<file path="src/rtl/cfg1_pkg.sv">
package cfg1_pkg;
  typedef enum logic [1:0] {
    SZ_BYTE  = 2'd0,
    SZ_WORD  = 2'd1,
    SZ_DWORD = 2'd2,
    SZ_RSVD  = 2'd3
  } ioSize_e;

  typedef struct packed {
    logic loadAddr;  // capture host dword into address register
    logic launch;    // capture address phase and command
    logic retAddr;   // return address register view
    logic retOnes;   // return all ones
    logic retResp;   // return bus response data
  } ctrlStrobe_t;

  localparam logic [3:0] CMD_CFG_RD = 4'b1010;
  localparam logic [3:0] CMD_CFG_WR = 4'b1011;
endpackage

</file>
<file path="src/rtl/cfg1_idsel_decode.sv">
module cfg1_idsel_decode #(
  parameter int DevW = 5,
  parameter int SelW = 21
) (
  input  logic [DevW-1:0] devNum,
  output logic [SelW-1:0] selOneHot
);
  // Position 0 belongs to the bridge itself and is never selected.
  for (genvar g = 0; g < SelW; g++) begin : g_sel
    if (g == 0) begin : g_self
      assign selOneHot[g] = 1'b0;
    end else begin : g_dev
      assign selOneHot[g] = (devNum == DevW'(g));
    end
  end
endmodule

</file>
<file path="src/rtl/cfg1_datapath.sv">
module cfg1_datapath
  import cfg1_pkg::*;
#(
  parameter int IoW = 16,
  parameter int DataW = 32,
  parameter int IdselBase = 11,
  parameter logic [IoW-1:0] AddrPortIo = 16'h0CF8,
  parameter logic [IoW-1:0] DataPortIo = 16'h0CFC
) (
  input  logic             clk,
  input  logic             rstN,
  input  ctrlStrobe_t      stb,
  input  logic [IoW-1:0]   ioAddr,
  input  logic [1:0]       ioSize,
  input  logic             ioWrite,
  input  logic [DataW-1:0] ioWdata,
  input  logic [DataW-1:0] cfgRespData,
  output logic             hitAddrPort,
  output logic             hitDataPort,
  output logic             addrFullWr,
  output logic             fwdOk,
  output logic [DataW-1:0] ioRdata,
  output logic [DataW-1:0] cfgAddr,
  output logic [3:0]       cfgCmd,
  output logic [3:0]       cfgByteEnN,
  output logic [DataW-1:0] cfgWdata
);
  localparam int SelW = DataW - IdselBase;
  localparam int DevW = 5;

  logic       enReg;
  logic [7:0] busReg;
  logic [DevW-1:0] devReg;
  logic [2:0] fnReg;
  logic [5:0] regReg;

  logic [1:0]       offset;
  ioSize_e          sizeE;
  logic             aligned;
  logic [3:0]       laneEn;
  logic [SelW-1:0]  idselBits;
  logic [DataW-1:0] addrView;
  logic [DataW-1:0] phaseAddr;

  assign offset      = ioAddr[1:0];
  assign sizeE       = ioSize_e'(ioSize);
  assign hitAddrPort = (ioAddr[IoW-1:2] == AddrPortIo[IoW-1:2]);
  assign hitDataPort = (ioAddr[IoW-1:2] == DataPortIo[IoW-1:2]);
  assign addrFullWr  = hitAddrPort && (sizeE == SZ_DWORD) && (offset == 2'd0);

  always_comb begin
    aligned = 1'b0;
    laneEn  = 4'h0;
    unique case (sizeE)
      SZ_BYTE: begin
        aligned = 1'b1;
        laneEn  = 4'b0001 << offset;
      end
      SZ_WORD: begin
        aligned = !offset[0];
        laneEn  = 4'b0011 << offset;
      end
      SZ_DWORD: begin
        aligned = (offset == 2'd0);
        laneEn  = 4'b1111;
      end
      default: begin
        aligned = 1'b0;
        laneEn  = 4'h0;
      end
    endcase
  end

  cfg1_idsel_decode #(.DevW(DevW), .SelW(SelW)) u_idsel (
    .devNum   (devReg),
    .selOneHot(idselBits)
  );

  assign fwdOk = enReg && (busReg == 8'd0) && (|idselBits) && aligned;

  always_comb begin
    addrView        = '0;
    addrView[31]    = enReg;
    addrView[23:16] = busReg;
    addrView[15:11] = devReg;
    addrView[10:8]  = fnReg;
    addrView[7:2]   = regReg;
  end

  always_comb begin
    phaseAddr                      = '0;
    phaseAddr[DataW-1:IdselBase]   = idselBits;
    phaseAddr[10:8]                = fnReg;
    phaseAddr[7:2]                 = regReg;
  end

  always_ff @(posedge clk or negedge rstN) begin
    if (!rstN) begin
      enReg  <= 1'b0;
      busReg <= '0;
      devReg <= '0;
      fnReg  <= '0;
      regReg <= '0;
    end else if (stb.loadAddr) begin
      enReg  <= ioWdata[31];
      busReg <= ioWdata[23:16];
      devReg <= ioWdata[15:11];
      fnReg  <= ioWdata[10:8];
      regReg <= ioWdata[7:2];
    end
  end

  always_ff @(posedge clk or negedge rstN) begin
    if (!rstN) begin
      cfgAddr    <= '0;
      cfgCmd     <= '0;
      cfgByteEnN <= 4'hF;
      cfgWdata   <= '0;
    end else if (stb.launch) begin
      cfgAddr    <= phaseAddr;
      cfgCmd     <= ioWrite ? CMD_CFG_WR : CMD_CFG_RD;
      cfgByteEnN <= ~laneEn;
      cfgWdata   <= ioWdata;
    end
  end

  always_ff @(posedge clk or negedge rstN) begin
    if (!rstN) begin
      ioRdata <= '0;
    end else if (stb.retAddr) begin
      ioRdata <= addrView;
    end else if (stb.retOnes) begin
      ioRdata <= '1;
    end else if (stb.retResp) begin
      ioRdata <= cfgRespData;
    end
  end


  be_nonzero_chk: assert property (@(posedge clk) disable iff (!rstN)
    stb.launch |=> (cfgByteEnN != 4'hF));


  no_self_select_chk: assert property (@(posedge clk) disable iff (!rstN)
    stb.launch |=> !cfgAddr[IdselBase]);
endmodule

</file>
<file path="src/rtl/cfg1_ctrl.sv">
module cfg1_ctrl
  import cfg1_pkg::*;
(
  input  logic        clk,
  input  logic        rstN,
  input  logic        ioValid,
  input  logic        ioWrite,
  input  logic        hitAddrPort,
  input  logic        hitDataPort,
  input  logic        addrFullWr,
  input  logic        fwdOk,
  input  logic        cfgRespValid,
  output ctrlStrobe_t stb,
  output logic        cfgStart,
  output logic        ioDone
);
  typedef enum logic {ST_IDLE = 1'b0, ST_WAIT = 1'b1} state_e;

  state_e state, stateNext;
  logic   pendRead, pendReadNext;
  logic   doneNext, startNext;

  always_comb begin
    stb          = '0;
    stateNext    = state;
    pendReadNext = pendRead;
    doneNext     = 1'b0;
    startNext    = 1'b0;
    unique case (state)
      ST_IDLE: begin
        if (ioValid) begin
          if (hitAddrPort) begin
            doneNext = 1'b1;
            if (ioWrite) stb.loadAddr = addrFullWr;
            else         stb.retAddr  = 1'b1;
          end else if (hitDataPort) begin
            if (fwdOk) begin
              stb.launch   = 1'b1;
              startNext    = 1'b1;
              pendReadNext = !ioWrite;
              stateNext    = ST_WAIT;
            end else begin
              doneNext    = 1'b1;
              stb.retOnes = !ioWrite;
            end
          end
        end
      end
      ST_WAIT: begin
        if (cfgRespValid) begin
          doneNext    = 1'b1;
          stb.retResp = pendRead;
          stateNext   = ST_IDLE;
        end
      end
      default: stateNext = ST_IDLE;
    endcase
  end

  always_ff @(posedge clk or negedge rstN) begin
    if (!rstN) begin
      state    <= ST_IDLE;
      pendRead <= 1'b0;
      ioDone   <= 1'b0;
      cfgStart <= 1'b0;
    end else begin
      state    <= stateNext;
      pendRead <= pendReadNext;
      ioDone   <= doneNext;
      cfgStart <= startNext;
    end
  end


  start_pulse_chk: assert property (@(posedge clk) disable iff (!rstN)
    cfgStart |=> !cfgStart);


  start_done_excl_chk: assert property (@(posedge clk) disable iff (!rstN)
    !(cfgStart && ioDone));


  stray_resp_chk: assert property (@(posedge clk) disable iff (!rstN)
    (state == ST_IDLE && cfgRespValid && !ioValid) |=> !ioDone);
endmodule

</file>
<file path="src/rtl/cfg1_translator.sv">
module cfg1_translator
  import cfg1_pkg::*;
#(
  parameter int IoW = 16,
  parameter int DataW = 32,
  parameter int IdselBase = 11,
  parameter logic [IoW-1:0] AddrPortIo = 16'h0CF8,
  parameter logic [IoW-1:0] DataPortIo = 16'h0CFC
) (
  input  logic             clk,
  input  logic             rstN,
  input  logic             ioValid,
  input  logic             ioWrite,
  input  logic [IoW-1:0]   ioAddr,
  input  logic [1:0]       ioSize,
  input  logic [DataW-1:0] ioWdata,
  output logic             ioDone,
  output logic [DataW-1:0] ioRdata,
  output logic             cfgStart,
  output logic [DataW-1:0] cfgAddr,
  output logic [3:0]       cfgCmd,
  output logic [3:0]       cfgByteEnN,
  output logic [DataW-1:0] cfgWdata,
  input  logic             cfgRespValid,
  input  logic [DataW-1:0] cfgRespData
);
  ctrlStrobe_t stb;
  logic hitAddrPort, hitDataPort, addrFullWr, fwdOk;

  cfg1_datapath #(
    .IoW(IoW), .DataW(DataW), .IdselBase(IdselBase),
    .AddrPortIo(AddrPortIo), .DataPortIo(DataPortIo)
  ) u_dp (
    .clk(clk), .rstN(rstN), .stb(stb),
    .ioAddr(ioAddr), .ioSize(ioSize), .ioWrite(ioWrite), .ioWdata(ioWdata),
    .cfgRespData(cfgRespData),
    .hitAddrPort(hitAddrPort), .hitDataPort(hitDataPort),
    .addrFullWr(addrFullWr), .fwdOk(fwdOk),
    .ioRdata(ioRdata), .cfgAddr(cfgAddr), .cfgCmd(cfgCmd),
    .cfgByteEnN(cfgByteEnN), .cfgWdata(cfgWdata)
  );

  cfg1_ctrl u_ctrl (
    .clk(clk), .rstN(rstN),
    .ioValid(ioValid), .ioWrite(ioWrite),
    .hitAddrPort(hitAddrPort), .hitDataPort(hitDataPort),
    .addrFullWr(addrFullWr), .fwdOk(fwdOk),
    .cfgRespValid(cfgRespValid),
    .stb(stb), .cfgStart(cfgStart), .ioDone(ioDone)
  );


  idsel_onehot_chk: assert property (@(posedge clk) disable iff (!rstN)
    cfgStart |-> ($onehot(cfgAddr[DataW-1:IdselBase]) && cfgAddr[1:0] == 2'b00));


  cfg_cmd_chk: assert property (@(posedge clk) disable iff (!rstN)
    cfgStart |-> (cfgCmd[3:1] == 3'b101));
endmodule

</file>
<file path="config.mk">
export PLATFORM = sky130hd
export DESIGN_NAME = cfg1_translator
export DESIGN_NICKNAME = d
export VERILOG_FILES = /design/src/rtl/cfg1_pkg.sv /design/src/rtl/cfg1_idsel_decode.sv /design/src/rtl/cfg1_datapath.sv /design/src/rtl/cfg1_ctrl.sv /design/src/rtl/cfg1_translator.sv
export SDC_FILE = /design/constraint.sdc
export NUM_CORES = 1
export LEC_CHECK = 0
export BUFFER_PORTS_ARGS = -buffer_cell sky130_fd_sc_hd__buf_2
export CAP_MARGIN = 20
export CORE_UTILIZATION = 53
export DETAILED_ROUTE_END_ITERATION = 12
export PLACE_DENSITY = 0.83
export REMOVE_ABC_BUFFERS = 1
export SYNTH_ARGS = -nofsm -noshare
export SYNTH_HDL_FRONTEND = slang
export SYNTH_SLANG_ARGS = --single-unit
</file>
<file path="constraint.sdc">
create_clock -name clk -period 5.1 [get_ports clk]
set_input_delay 1.02 -clock clk [delete_from_list [all_inputs] [get_ports clk]]
set_output_delay 1.02 -clock clk [all_outputs]
set_load 0.005 [all_outputs]
</file>
=== Word-level counts from Yosys, hierarchy flattened ===
Cells that the tools add are included.

* Reduce and logical (&&, ||, !) cells: 13
* Shift operators: 2
* Bitwise gates (word level): 3
* Equal/unequal tests: 24
* Muxes and demuxes: 30

{| class="wikitable"
|+ Operator list
! kind !! count
|-
| $mux 32 || 3
|-
| $eq 5x4->1 const B || 8
|-
| $eq 14x10->1 const B || 2
|-
| $eq 5x5->1 const B || 5
|-
| $mux 1 || 21
|-
| $eq 5x3->1 const B || 4
|-
| $reduce_or 20->1 || 1
|-
| $pmux 4 s3 || 1
|-
| $eq 5x2->1 const B || 2
|-
| $logic_not 8->1 || 1
|-
| $mux 4 || 2
|-
| $eq 5x1->1 const B || 1
|-
| $logic_and 1x1->1 || 5
|-
| $reduce_and 5->1 || 1
|-
| $logic_not 2->1 || 2
|-
| $not 4->4 || 1
|-
| $pmux 1 s2 || 2
|-
| $shl 1x2->4 const A || 1
|-
| $shl 2x2->4 const A || 1
|-
| $pmux 1 s3 || 1
|-
| $reduce_bool 3->1 || 1
|-
| $eq 2x1->1 const B || 1
|-
| $eq 2x2->1 const B || 1
|-
| $logic_not 1->1 || 2
|-
| $not 1->1 || 2
|}

* Output and inout port bits: 106
* Input port bits: 87
* Logic and storage cells: 86
* Bits in registers: 128

=== Depth between registers and ports, before layout ===
Gate-level depths: netlist of the first run.

* Word-level depth: 11
* Gate-level depth with buffers: 8
* Depth with buffers taken out: 4

=== Modules after synthesis ===
A second synthesis of the first run with hierarchy kept.

* Cell total of the unflattened synthesis: 458
* Area total of the unflattened synthesis: 5577.8 µm²

{| class="wikitable"
|+ Modules (own cells, without submodules)
! module !! cells an instance !! sequential area each (µm²) !! times used !! area each (µm²)
|-
| cfg1_datapath || 401 || 3083.0 || 1 || 5177.5
|-
| cfg1_ctrl || 22 || 100.1 || 1 || 209.0
|-
| cfg1_idsel_decode || 35 || 0.0 || 1 || 191.4
|}

=== Least setup slack after synthesis of the first run ===
OpenSTA, ideal clock, no wires.

* Path kind: in2reg
* Start point: input port ioAddr[2]
* End point: register u_dp.cfgAddr[23]
* Arrival time: 2641 ps
* Stages on the path: 6
* Path buffers: 3
* Path slack: 2331 ps
* Library setup time: 127 ps
* Cell sequence: clkbuf_1 > o211ai_1 > nor4_4 > buf_6 > buf_6 > mux2_1

* Longest elaborated chain between the ends: 5
* Elaborated cells between the ends (all ways): 6
* Those cells by class: 2 x eq/ne; 4 x mux

{| class="wikitable"
|+ RTL lines
! what !! line !! text
|-
| start: declaration || cfg1_translator.sv:14 || <nowiki>input logic [IoW-1:0] ioAddr,</nowiki>
|-
| $eq 14x10->1 || cfg1_datapath.sv:48 || <nowiki>assign hitDataPort = (ioAddr[IoW-1:2] == DataPortIo[IoW-1:2]);</nowiki>
|-
| $mux 1 || cfg1_ctrl.sv:36 || <nowiki>end else if (hitDataPort) begin</nowiki>
|-
| $mux 1 (*) || cfg1_ctrl.sv:32 || <nowiki>if (hitAddrPort) begin</nowiki>
|-
| $mux 4 (*) || cfg1_ctrl.sv:31 || <nowiki>if (ioValid) begin</nowiki>
|-
| $mux 4 (*) || cfg1_ctrl.sv:29 || <nowiki>unique case (state)</nowiki>
|-
| end signal: assignment || cfg1_datapath.sv:120 || <nowiki>cfgAddr <= phaseAddr;</nowiki>
|-
| end: declaration || cfg1_datapath.sv:23 || <nowiki>output logic [DataW-1:0] cfgAddr,</nowiki>
|}

Every way passes the cells marked *; elsewhere a longest branch is shown, timed or not.
A chain may end at the register's enable or synchronous reset.

=== Worst setup path after layout of the first run ===
* Start point: input port ioAddr[12]
* End point: register u_dp.devReg[4]

* Longest elaborated chain between the ends: 7

{| class="wikitable"
|+ RTL lines
! what !! line !! text
|-
| $eq 14x10->1 (*) || cfg1_datapath.sv:47 || <nowiki>assign hitAddrPort = (ioAddr[IoW-1:2] == AddrPortIo[IoW-1:2]);</nowiki>
|-
| $logic_and 1x1->1 (2 in series) || cfg1_datapath.sv:49 || <nowiki>assign addrFullWr = hitAddrPort && (sizeE == SZ_DWORD) && (offset == 2'd0);</nowiki>
|-
| $mux 1 || cfg1_ctrl.sv:34 || <nowiki>if (ioWrite) stb.loadAddr = addrFullWr;</nowiki>
|-
| $mux 1 (*) || cfg1_ctrl.sv:32 ||
|-
| $mux 4 (*) || cfg1_ctrl.sv:31 ||
|-
| $mux 4 (*) || cfg1_ctrl.sv:29 ||
|-
| end signal: assignment || cfg1_datapath.sv:107 || <nowiki>devReg <= ioWdata[15:11];</nowiki>
|-
| end: declaration || cfg1_datapath.sv:33 || <nowiki>logic [DevW-1:0] devReg;</nowiki>
|}

Marked as above.

==> run_results.csv, run 1 <==
group,metric,value,unit
run_status,outcome,"finished, final reports clean",
routing,first_pass_iters,5,
routing,vias,4702,
sta,timing.final.hold_violations,0,
setup_path,critical_path.top_delay_family,"simple AND/OR/NAND/NOR gates",
setup_path,timing.rr.start,"u_ctrl.state",
cts,clkLatencyLatePin,0.51,ns
synth,mappedNetlistArea,0.005801,mm²
placement,port_buffers,188,
setup_path,r2r_end,"u_dp.devReg[4]",
global_routing,total_global_routing_track_utilization,0.2697,
sta,final-max-slew-violation-count,0,
floorplan,die-area,0.01137,mm²
setup_path,crit_fanout,25,
synth,ys_warn_count,0,
placement,dp_hpwl,10.04,mm
final_layout,p_r_area_growth_vs_syn,27.87,%
setup_path,path_depth,6,
final_layout,final_cell_mix,"sky130_fd_sc_hd__buf_2, sky130_fd_sc_hd__dfrtp_1, sky130_fd_sc_hd__mux2_2",
setup_path,crit_path_end,"u_dp.devReg[4]",
global_routing,first_global_vias,4726,
floorplan,core_area,0.01046,mm²
synth,synth_cell_type_count,42,
setup_path,setup_crit_start_kind,"primary input",
final_layout,stdcell_area,0.007417,mm²
setup_path,timing.critical_path.from,"ioAddr[12]",
synth,synth_top_flop_cell,"sky130_fd_sc_hd__dfrtp_1",
sta,fin_ws,1.688,ns
synth,yosys.area.top_type_share,0.5263,
flow_run,max-cap-violations,0,
global_routing,grt_overflow,0,
synth,syn_avg_cell_area,12.16,µm²
final_layout,final_common_cell,"sky130_fd_sc_hd__buf_2",
synth,post-synth-top-area-cell,"sky130_fd_sc_hd__dfrtp_1",
final_layout,stdcell_count,804,
pwr,power.ir.vdd_worst,0.2127,mV
routing,routed_wirelength,14.90,mm
worst_hold_path,worst_hold_path_type,"reg -> reg",
setup_path,crit_chain,"buf_2 > nor4b_2 > nand4_2 > nor4_4 > buf_4 > mux2_2",
cts,tritoncts,"done",
sta,clock.fmax,293.1,MHz
routing,detail_route.iter0.violations,306,
setup_path,reg2reg_depth,5,
routing,detail_route.drc_violations,0,
synth,synth_cells,477,
cts,cts.hold.buffers_added,0,
pwr,cellPowerDensity,312.9,mW/mm²
floorplan,initial_util,0.5544,
sta,fin_setup_tns,0,ns
final_layout,diodes,0,
cts,cts.root.buffer_cell,"sky130_fd_sc_hd__clkbuf_8",
floorplan,num_io_pins,193,
cts,clk_pin_slew,0.06,ns
setup_path,critical_path_required,5.49,ns
synth,async_flop_share,1.000,
global_routing,grt_first_pass_wirelength,23.52,mm
cts,ctsResizeCount,0,
setup_path,reg2reg_setup_slack,2.06,ns
placement,dp_worst_setup_slack,1.212,ns
synth,number_of_storage_elements_in_the_synthesis_netlist,126,
setup_path,cp.arrival,3.80,ns
sta,clock-skew-final,0.009442,ns
sta,finalCriticalPeriod,3.412,ns
synth,synth_area_leaders,"sky130_fd_sc_hd__dfrtp_1, sky130_fd_sc_hd__mux2_2, sky130_fd_sc_hd__nor4_1",
pwr,static_leakage,0.004008,µW
cts,number_of_levels_the_h_tree_was_split_into,4,
synth,edff_count_synth,0,
placement,gp_congestion,0.8201,
sta,min_period_over_period,0.6689,
global_routing,initial_antenna_violation_count,0,
placement,post_dp_cell_area,0.006792,mm²
routing,drt-wirelength-per-cell,18.53,µm
final_layout,fill_cells,771,
cts,cts_buffer_depth,2,
floorplan,die-height,106.6,µm
cts,post_cts_buffers,0,
cts,cts.sinks,126,
setup_path,endpoint_kind,"flip-flop",
setup_path,slowest_stage,"sky130_fd_sc_hd__nor4_4",
cts,cts_buffers,17,
synth,ys_seq_area_frac,0.5444,
routing,ant_nets,0,
sta,worstMarginPinSlew,1.010,ns
floorplan,die-width,106.6,µm
setup_path,critical_path_buf_inv_count,2,
setup_path,worst-setup-path-type,"in -> reg",
sta,setup_viol,0,
sta,max_slew_headroom_at_the_worst_pin,0.3262,
placement,dp.cells,771,
routing,post_drt_via_cell_ratio,5.848,
final_layout,finish.net_count,742,
sta,setup_repair_after_global_routing_missed_its_margin,"no",
setup_path,cpPeakStageDelay,0.85,ns
final_layout,final_layout_size_suffix_gt1_frac,0.5240,
floorplan,rows,37,
global_routing,grt_start_max_net_pins,50,
==> per-layer routing <==
metal	wire (µm)	track usage	part of all wire
met1	6153	0.3463	0.41
met2	7431	0.4525	0.50
met3	1098	0.05714	0.074
met4	216	0.09589	0.014
met5	0	0	0
==> per-stage QoR <==
stage / utilization / power, µW / hold slack, ns
after floorplan: - / 1034 / 0.4803
after global placement: 0.6491 / 1105 / 0.4676
after detailed placement: 0.6491 / 1107 / 0.4697
after CTS: 0.7075 / 2339 / 0.4852
after global routing: 0.7089 / 2392 / 0.5008
final: 0.7089 / 2321 / 0.4814
==> power by group <==
group | internal [µW] | switching, µW
sequential | 1000 | 0.356
combinational | 31.4 | 57.0
clock | 767 | 464
total | 1800 | 522
==> Yosys cell counts (2+ instances only) <==
cell and instances:
sky130_fd_sc_hd__buf_4 5, sky130_fd_sc_hd__mux2_2 105, sky130_fd_sc_hd__nor4_1 49, sky130_fd_sc_hd__o211ai_1 2, sky130_fd_sc_hd__nor2_1 24, sky130_fd_sc_hd__or2_2 2
sky130_fd_sc_hd__nand4_1 3, sky130_fd_sc_hd__dfstp_2 4, sky130_fd_sc_hd__nand2b_1 2, sky130_fd_sc_hd__dfrtp_1 122, sky130_fd_sc_hd__nand2_1 12, sky130_fd_sc_hd__or3b_2 2
sky130_fd_sc_hd__o21ai_0 5, sky130_fd_sc_hd__buf_6 2, sky130_fd_sc_hd__clkbuf_1 24, sky130_fd_sc_hd__nand3_1 2, sky130_fd_sc_hd__mux2_1 7, sky130_fd_sc_hd__nor4_4 2
sky130_fd_sc_hd__nor3_1 26, sky130_fd_sc_hd__nor3b_1 3, sky130_fd_sc_hd__buf_2 9, sky130_fd_sc_hd__mux2i_1 11, sky130_fd_sc_hd__inv_1 3, sky130_fd_sc_hd__a21oi_1 33
==> logic make-up (layout without fill, tap and decap cells) <==
group / count (synthesis) / after routing / share of synthesized area
compound gates: 44 / 44 / 0.04185
buf+inv: 45 / 233 / 0.03688
flops: 126 / 126 / 0.5444
mux: 123 / 123 / 0.2364
other cells: 1 / 4 / 0.0006465
simple gates: 138 / 138 / 0.1398
==> registers in the layout (all words and copies together) (netlist names), 2 cells and up <==
name	count
u_dp.devReg	5
u_dp.regReg	6
u_dp.cfgByteEnN	4
u_dp.fnReg	3
u_dp.cfgWdata	32
u_dp.cfgCmd	2
u_dp.cfgAddr	29
u_dp.ioRdata	32
u_dp.busReg	8
==> worst min path at each step <==
stage                        to  cells past startpoint              from
6_report       u_dp.cfgAddr[28]                      1  u_dp.cfgAddr[28]
5_1_grt          u_dp.cfgCmd[1]                      1    u_dp.cfgCmd[1]
4_1_cts          u_dp.cfgCmd[1]                      1    u_dp.cfgCmd[1]
3_5_place_dp     u_dp.cfgCmd[1]                      1    u_dp.cfgCmd[1]
3_3_place_gp   u_dp.cfgAddr[30]                      1  u_dp.cfgAddr[30]
2_1_floorplan   u_ctrl.pendRead                      1   u_ctrl.pendRead
==> final cells by class <==
class | instances | area, µm² | share of cell area
Tap cell | 136 | 170.2 | 0.02294
Timing Repair Buffer | 197 | 1018 | 0.1373
Multi-Input combinational cell | 309 | 2445 | 0.3296
Inverter | 4 | 15.01 | 0.002024
Clock inverter | 14 | 182.7 | 0.02463
Sequential cell | 126 | 3158 | 0.4258
Clock buffer | 18 | 427.9 | 0.05769
(Power assumes the default switching activity.)
==> run 2: changes to the inputs <==
--- a/config.mk
+++ b/config.mk
@@ -5,11 +5,12 @@
 export SDC_FILE = /design/constraint.sdc
 export NUM_CORES = 1
 export LEC_CHECK = 0
+export ABC_AREA = 1
 export BUFFER_PORTS_ARGS = -buffer_cell sky130_fd_sc_hd__buf_2
 export CAP_MARGIN = 20
-export CORE_UTILIZATION = 53
+export CORE_UTILIZATION = 46
 export DETAILED_ROUTE_END_ITERATION = 12
-export PLACE_DENSITY = 0.83
+export PLACE_DENSITY = 0.77
 export REMOVE_ABC_BUFFERS = 1
 export SYNTH_ARGS = -nofsm -noshare
 export SYNTH_HDL_FRONTEND = slang
==> constraint.sdc (replaced) <==
create_clock -name clk -period 3.1 [get_ports clk]
set_input_delay 0.62 -clock clk [delete_from_list [all_inputs] [get_ports clk]]
set_output_delay 0.62 -clock clk [all_outputs]
set_load 0.005 [all_outputs]
==> run_results.csv, run 2 <==
group,metric,value,unit
global_routing,total_global_routing_track_utilization,0.2439,
setup_path,critical_path_buf_inv_count,2,
setup_path,setup_crit_start_kind,"flip-flop",
cts,cts_buffers,17,
placement,port_buffers,188,
cts,cts.sinks,126,
sta,min_period_over_period,0.8193,
sta,timing.final.hold_violations,0,
cts,cts_buffer_depth,2,
global_routing,initial_antenna_violation_count,0,
sta,setup_repair_after_global_routing_missed_its_margin,"no",
floorplan,die-width,114.2,µm
synth,async_flop_share,1.000,
floorplan,initial_util,0.4758,
synth,synthTopCellsByCount,"sky130_fd_sc_hd__nand2_1, sky130_fd_sc_hd__dfrtp_1, sky130_fd_sc_hd__nand3_1",
routing,detail_route.iter0.violations,323,
cts,clkLatencyLatePin,0.42,ns
cts,cts.hold.buffers_added,0,
sta,clock-skew-final,0.006520,ns
cts,number_of_levels_the_h_tree_was_split_into,4,
synth,synth_compound_gate_area_share,0.07135,
synth,mappedNetlistArea,0.005787,mm²
final_layout,final_common_cell,"sky130_fd_sc_hd__nand2_1",
setup_path,critical_path.top_delay_family,"simple AND/OR/NAND/NOR gates",
final_layout,stdcell_area,0.007435,mm²
pwr,cellPowerDensity,492.0,mW/mm²
synth,synth_top_flop_cell,"sky130_fd_sc_hd__dfrtp_1",
pwr,static_leakage,0.004395,µW
routing,drt-wirelength-per-cell,13.67,µm
placement,dp_worst_setup_slack,0.5775,ns
final_layout,final_cell_mix,"sky130_fd_sc_hd__nand2_1, sky130_fd_sc_hd__buf_2, sky130_fd_sc_hd__dfrtp_1",
synth,synth_cells,727,
routing,first_pass_iters,5,
final_layout,fill_cells,1111,
final_layout,final_layout_size_suffix_gt1_frac,0.2636,
routing,ant_nets,0,
routing,routed_wirelength,14.84,mm
setup_path,cpPeakStageDelay,0.51,ns
final_layout,diodes,0,
sta,fin_ws,0.5601,ns
synth,post-synth-top-area-cell,"sky130_fd_sc_hd__dfrtp_1",
cts,cts.root.buffer_cell,"sky130_fd_sc_hd__clkbuf_16",
global_routing,first_global_vias,5006,
synth,largest_family_of_logic_cells_by_synthesized_area,"simple AND/OR/NAND/NOR gates",
floorplan,rows,40,
setup_path,slowest_stage,"sky130_fd_sc_hd__dfrtp_1",
placement,gp_congestion,0.8278,
floorplan,core_area,0.01216,mm²
routing,detail_route.drc_violations,0,
synth,post_synthesis_share_of_cell_area_spent_on_xor_and_xnor_gates,0,
synth,number_of_storage_elements_in_the_synthesis_netlist,126,
setup_path,endpoint_kind,"flip-flop",
sta,final-max-slew-violation-count,0,
sta,clock.fmax,393.7,MHz
synth,ys_seq_area_frac,0.5457,
synth,yosys.area.top_type_share,0.5276,
floorplan,num_io_pins,193,
routing,vias,5227,
flow_run,max-cap-violations,0,
cts,ctsResizeCount,0,
setup_path,cp.arrival,2.89,ns
placement,post_dp_cell_area,0.006873,mm²
synth,syn_avg_cell_area,7.960,µm²
final_layout,reg_top3,"u_dp.cfgWdata x32, u_dp.ioRdata x32, u_dp.cfgAddr x29",
pwr,power.ir.vdd_worst,0.3037,mV
sta,finalCriticalPeriod,2.540,ns
cts,tritoncts,"done",
synth,synth.mux.area_fraction,0,
synth,ys_warn_count,0,
synth,synth_area_leaders,"sky130_fd_sc_hd__dfrtp_1, sky130_fd_sc_hd__nand2_1, sky130_fd_sc_hd__nand3_1",
run_status,outcome,"finished, final reports clean",
setup_path,worst-setup-path-type,"reg -> reg",
global_routing,grt_start_max_net_pins,108,
pwr,fin_total_pwr,3658,µW
floorplan,die-height,114.2,µm
synth,synth_cell_type_count,24,
worst_hold_path,worst_hold_path_type,"in -> async",
sta,setup_viol,0,
setup_path,crit_fanout,32,
setup_path,critical_path_required,3.45,ns
floorplan,die-area,0.01303,mm²
cts,post_cts_buffers,0,
synth,yosysMostFrequentCell,"sky130_fd_sc_hd__nand2_1",
global_routing,grt_overflow,0,
global_routing,grt_first_pass_wirelength,24.26,mm
routing,post_drt_via_cell_ratio,4.813,
final_layout,finish.net_count,994,
sta,max_slew_headroom_at_the_worst_pin,0.5871,
synth,synthAdderAreaFrac,0,
sta,worstMarginPinSlew,0.6184,ns
synth,basic_gate_share_of_the_synthesized_area_counting_and_or_nand_and_nor_cells,0.2765,
cts,clk_pin_slew,0.05,ns
sta,timing.hold.ws,0.1118,ns
synth,edff_count_synth,0,
placement,dp_hpwl,10.30,mm
final_layout,p_r_area_growth_vs_syn,28.48,%
setup_path,crit_chain,"nand2_1 > nor2_1 > inv_1 > nor2_1 > nor2_1 > nand3_1 > o21bai_1 > nand3_2 > nand2_1 > inv_2 > nand3_1 > nand2_1",
## run 2: cell types whose count changed in the layout (fill, tap and decap cells not counted), moves of 4 or more
cell,before,now
sky130_fd_sc_hd__nand2_1,12,216
sky130_fd_sc_hd__mux2_2,105,0
sky130_fd_sc_hd__nand3_1,1,106
sky130_fd_sc_hd__inv_1,3,101
sky130_fd_sc_hd__o21ai_0,5,78
sky130_fd_sc_hd__nor4_1,49,3
sky130_fd_sc_hd__a21oi_1,33,3
sky130_fd_sc_hd__nor3_1,26,4
sky130_fd_sc_hd__mux2i_1,11,0
sky130_fd_sc_hd__mux2_1,7,0
sky130_fd_sc_hd__inv_2,0,4
sky130_fd_sc_hd__nand4_1,3,7
## run 2: worst reg2reg max path: cells and delay by family (launching register included)
| kind | cells | cell delay, ns |
|---|---|---|
| AOI/OAI and AO/OA | 1 | 0.13 |
| buffers and inverters | 2 | 0.56 |
| DFF | 1 | 0.51 |
| and+or+nand+nor | 9 | 1.29 |
## run 2: cell families after synthesis
group / Yosys count
AO/OA/AOI/OAI: 82
buffers and inverters: 146
flip-flops: 126
other: 1
AND/OR/NAND/NOR: 372
## run 2: path summary, 6_finish.rpt
check | from | end | slack, ns | depth (start not counted)
max in group asynchronous | rstN | u_dp.fnReg[0] | 2.28 | 2
worst min-delay path | rstN | u_dp.devReg[0] | 0.11 | 1
worst max register to register | u_dp.devReg[1] | u_dp.ioRdata[6] | 0.56 | 12
min in group clk | ioWdata[24] | u_dp.cfgWdata[24] | 0.40 | 3
worst min register to register | u_dp.cfgWdata[0] | u_dp.cfgWdata[0] | 0.47 | 2
worst max-delay path | u_dp.devReg[1] | u_dp.ioRdata[6] | 0.56 | 12
## run 2: final cells by class
class                           instances  area, µm²  share of cell area
Clock buffer                           25      505.5             0.06799
Clock inverter                          5      56.30            0.007573
Timing Repair Buffer                  198       1060              0.1425
Inverter                              106      397.9             0.05352
Tap cell                              168      210.2             0.02827
Sequential cell                       126       3158              0.4248
Multi-Input combinational cell        458       2047              0.2753
## run 2: routing by layer
metal  routed length (µm)  global-route usage
met5                    0                   0
met4                  380              0.1100
met3                  708             0.05188
met2                 7133              0.3871
met1                 6619              0.3229
## run 2: through the flow
step	cells	setup TNS (ns)	util
after floorplan	690	-54.72	-
after global placement	1056	0	0.5651
after detailed placement	1056	0	0.5651
after CTS	1086	0	0.6113
after global routing	1086	0	0.6113
final	1086	0	0.6113
## run 2: where the power goes
part / switching (µW) / internal, µW
sequential: 0.336 / 1650
clock: 668 / 1200
combinational: 84.9 / 60.0
total: 753 / 2900
